$ cat src/rtl/alu_core.sv
module alu_core #(
  parameter int W = 32
) (
  input  logic [W-1:0] a_i,
  input  logic [W-1:0] b_i,
  input  logic [4:0]   op_i,
  output logic [W-1:0] res_o,
  output logic         zero_o
);
  localparam logic [4:0] OP_AND = 5'b00000;
  localparam logic [4:0] OP_OR  = 5'b00001;
  localparam logic [4:0] OP_ADD = 5'b00010;
  localparam logic [4:0] OP_SUB = 5'b00110;
  localparam logic [4:0] OP_SLT = 5'b00111;
  localparam logic [4:0] OP_NOR = 5'b01100;

  logic         neg_b;
  logic [W-1:0] b_eff;
  logic [W:0]   cy;
  logic [W-1:0] sum;
  logic         ovf;
  logic         less;

  assign neg_b = (op_i == OP_SUB) || (op_i == OP_SLT);
  assign b_eff = b_i ^ {W{neg_b}};
  assign cy[0] = neg_b;

  for (genvar i = 0; i < W; i++) begin : g_fa
    logic p;
    assign p         = a_i[i] ^ b_eff[i];
    assign sum[i]    = p ^ cy[i];
    assign cy[i+1]   = (a_i[i] & b_eff[i]) | (p & cy[i]);
  end

  assign ovf  = cy[W] ^ cy[W-1];
  assign less = sum[W-1] ^ ovf;

  always_comb begin
    case (op_i)
      OP_AND:  res_o = a_i & b_i;
      OP_OR:   res_o = a_i | b_i;
      OP_ADD:  res_o = sum;
      OP_SUB:  res_o = sum;
      OP_SLT:  res_o = {{(W-1){1'b0}}, less};
      OP_NOR:  res_o = ~(a_i | b_i);
      default: res_o = '0;
    endcase
  end

  assign zero_o = ~|res_o;
endmodule

$ cat config.mk
export PLATFORM = sky130hd
export DESIGN_NAME = alu_core
export DESIGN_NICKNAME = d
export VERILOG_FILES = /design/src/rtl/alu_core.sv
export SDC_FILE = /design/constraint.sdc
export NUM_CORES = 1
export LEC_CHECK = 0
export ABC_AREA = 0
export ABC_CLOCK_PERIOD_IN_PS = 34700
export BUFFER_PORTS_ARGS = -buffer_cell sky130_fd_sc_hd__buf_2
export CAP_MARGIN = 10
export CORE_MARGIN = 5
export CORE_UTILIZATION = 45
export DETAILED_ROUTE_END_ITERATION = 12
export PLACE_DENSITY = 0.79
export SLEW_MARGIN = 40
export SYNTH_ARGS = -nofsm -noshare
export SYNTH_HDL_FRONTEND = slang
export SYNTH_SLANG_ARGS = --single-unit
$ cat constraint.sdc
create_clock -name vclk -period 34.7
set_input_delay 8.675 -clock vclk [all_inputs]
set_output_delay 8.675 -clock vclk [all_outputs]
set_load 0.005 [all_outputs]
==> impl_metrics.toml <==
[outcome]
outcome = "finished, final reports clean"

[route]
antenna_left = 0
viasPerCell = 5.71
drtIter0Drc = 97
wl_per_cell_um = 16.3
drcViolationCount = 0
via_count = 2111
finalWirelength_um = 6040
first_pass_iters = 4

[power_and_ir_drop]
leakage_nw = 1.13
vdd_drop_max_mv = 0.00535
p_per_area_nw_per_um2 = 12.9

[cells_and_area]
seq_cells = 0
nets = 422
seqCellArea_um2 = 0
nFillCells = 420
antennaDiodeCount = 0
multi_input_area_um2 = 1930
post-route-util = 0.583
final_layout_size_suffix_gt1_frac = 0.381
num-clock-buffers = 0
area_growth_pct = 25.0

[global_route]
grt_max_degree = 35
grt_pass1_vias = 2186
track_usage = 0.196
antenna_found_initial = 0
grt_pass1_wl_um = 10100
overflow = 0

[synthesis]
synth_fp_nets = 331
post-synth-top-area-fraction = 0.304
syn_inst = 229
ys_warn_count = 0
avgSynthCellArea_um2 = 8.93
ys_types = 27
seq_area_frac_synth = 0
synth.area.top_cells = "fa_1 (30%), xor2_1 (13%), maj3_1 (10%)"
synth_area_um2 = 2040
netlist.top_cell.by_area = "fa_1"
yosysMostFrequentCell = "nand2_1"
yosys-top-cells-count = "nand2_1 (54), fa_1 (31), xor2_1 (30), maj3_1 (21), o311ai_0 (19)"

[setup_path]
worstPathArrival_ps = 23690
crit_slowest_cell = "buf_4"
cp-end-kind = "output port"
setup.worst_path.start_class = "input port"
cp_top_family = "adder cells"
crit_required_ps = 26020
crit_top_cell = "fa_1"
crit_path_max_fanout = 33
path_class = "in2out"
crit_path_start = "op_i[3]"
critPathBufInv = 6
cp_slowest_stage_delay_ps = 460

[min_path]
min_from = "b_i[22]"
hp-class = "in2out"

[floorplanning]
coreArea_um2 = 4380
dieArea_um2 = 5990
die-height_um = 77.4
rows = 24
fp.dieW_um = 77.4
start_util = 0.466
io_pins = 102

[placed_design]
finalWeightedCongestion = 0.833
dp.final_hpwl_um = 4870
port_buffers = 102

[clock_network]
postCtsResizedCells = 0
ctsHoldBuffers = 0
cts_setup_buffers = 0

[sta]
finalHoldViolations = 0
fin_crit_sh = 0.933
drv_slew = 0
slew_headroom = 0.499
max_freq_mhz = 30.9
rsz0062_at_grt = "false"
setup_tns_ps = 0
worst-slew-pin-transition_ps = 751
setup_viol = 0
min_period_ps = 32370

[flow_run]
cap_violations = 0
-- area by class of cell --
class,count,share of cell area
multi-input combinational,205,0.754
tap,52,0.0255
inverter,8,0.0117
timing repair buffer,105,0.209
-- layer usage --
metal,track usage,share of wire,routed length (um),vias up
met3,0.0266,0.061,367,8
met5,0,0,0,-
met2,0.336,0.50,3040,70
met1,0.264,0.42,2540,1012
met4,0.0378,0.015,91,0
li1,-,-,-,1021
-- per-stage QoR --
step,area [um^2],worst slack (ps),cells,hold WS (ps),power [mW]
2_1_floorplan,2040,3220,229,17460,0.0198
3_3_place_gp,2560,2570,370,17720,0.0316
3_5_place_dp,2560,2280,370,17720,0.0334
4_1_cts,2560,2210,370,17720,0.0335
5_1_grt,2560,1600,370,17740,0.0380
6_report,2560,2330,370,17720,0.0330
-- power by group --
| part | total [mW] | internal (mW) | switching [mW] |
|---|---|---|---|
| Sequential | 0 | 0 | 0 |
| Combinational | 0.0330 | 0.0154 | 0.0176 |
| Clock | 0 | 0 | 0 |
| Total | 0.0330 | 0.0154 | 0.0176 |
-- cells by family after synthesis --
kind of cell	after synthesis	synth area share
xor+xnor	31	0.133
mux	1	0.00551
buf+inv	24	0.0679
simple gates	75	0.173
compound gates	34	0.147
fa+ha+maj	64	0.474
-- final timing paths --
kind	cells after the start	slack, ps	end
worst min-delay path	3	17720	res_o[22]
worst max-delay path	44	2330	zero_o
-- cells in the final DEF, fill, tap and decap left out --
cell type / Yosys / final
mux2_2: 1 / 1
maj3_2: 10 / 10
a32oi_1: 1 / 1
a221o_1: 4 / 4
nand2b_1: 2 / 2
inv_1: 8 / 8
maj3_1: 21 / 21
o221ai_1: 1 / 1
or4_4: 1 / 1
o311ai_0: 19 / 19
nor3_2: 0 / 1
a22oi_1: 1 / 1
nand3_1: 1 / 1
nor3_1: 6 / 5
nor4_1: 6 / 6
ha_1: 2 / 2
nor4b_4: 0 / 1
nor4_4: 0 / 1
xnor2_1: 1 / 1
fa_1: 31 / 31
buf_4: 0 / 3
xor2_1: 30 / 30
nor4_2: 2 / 1
nand4_1: 1 / 1
nand2_1: 54 / 54
o311ai_1: 8 / 8
or4_1: 1 / 1
buf_2: 9 / 102
(Power assumes the default switching activity.)
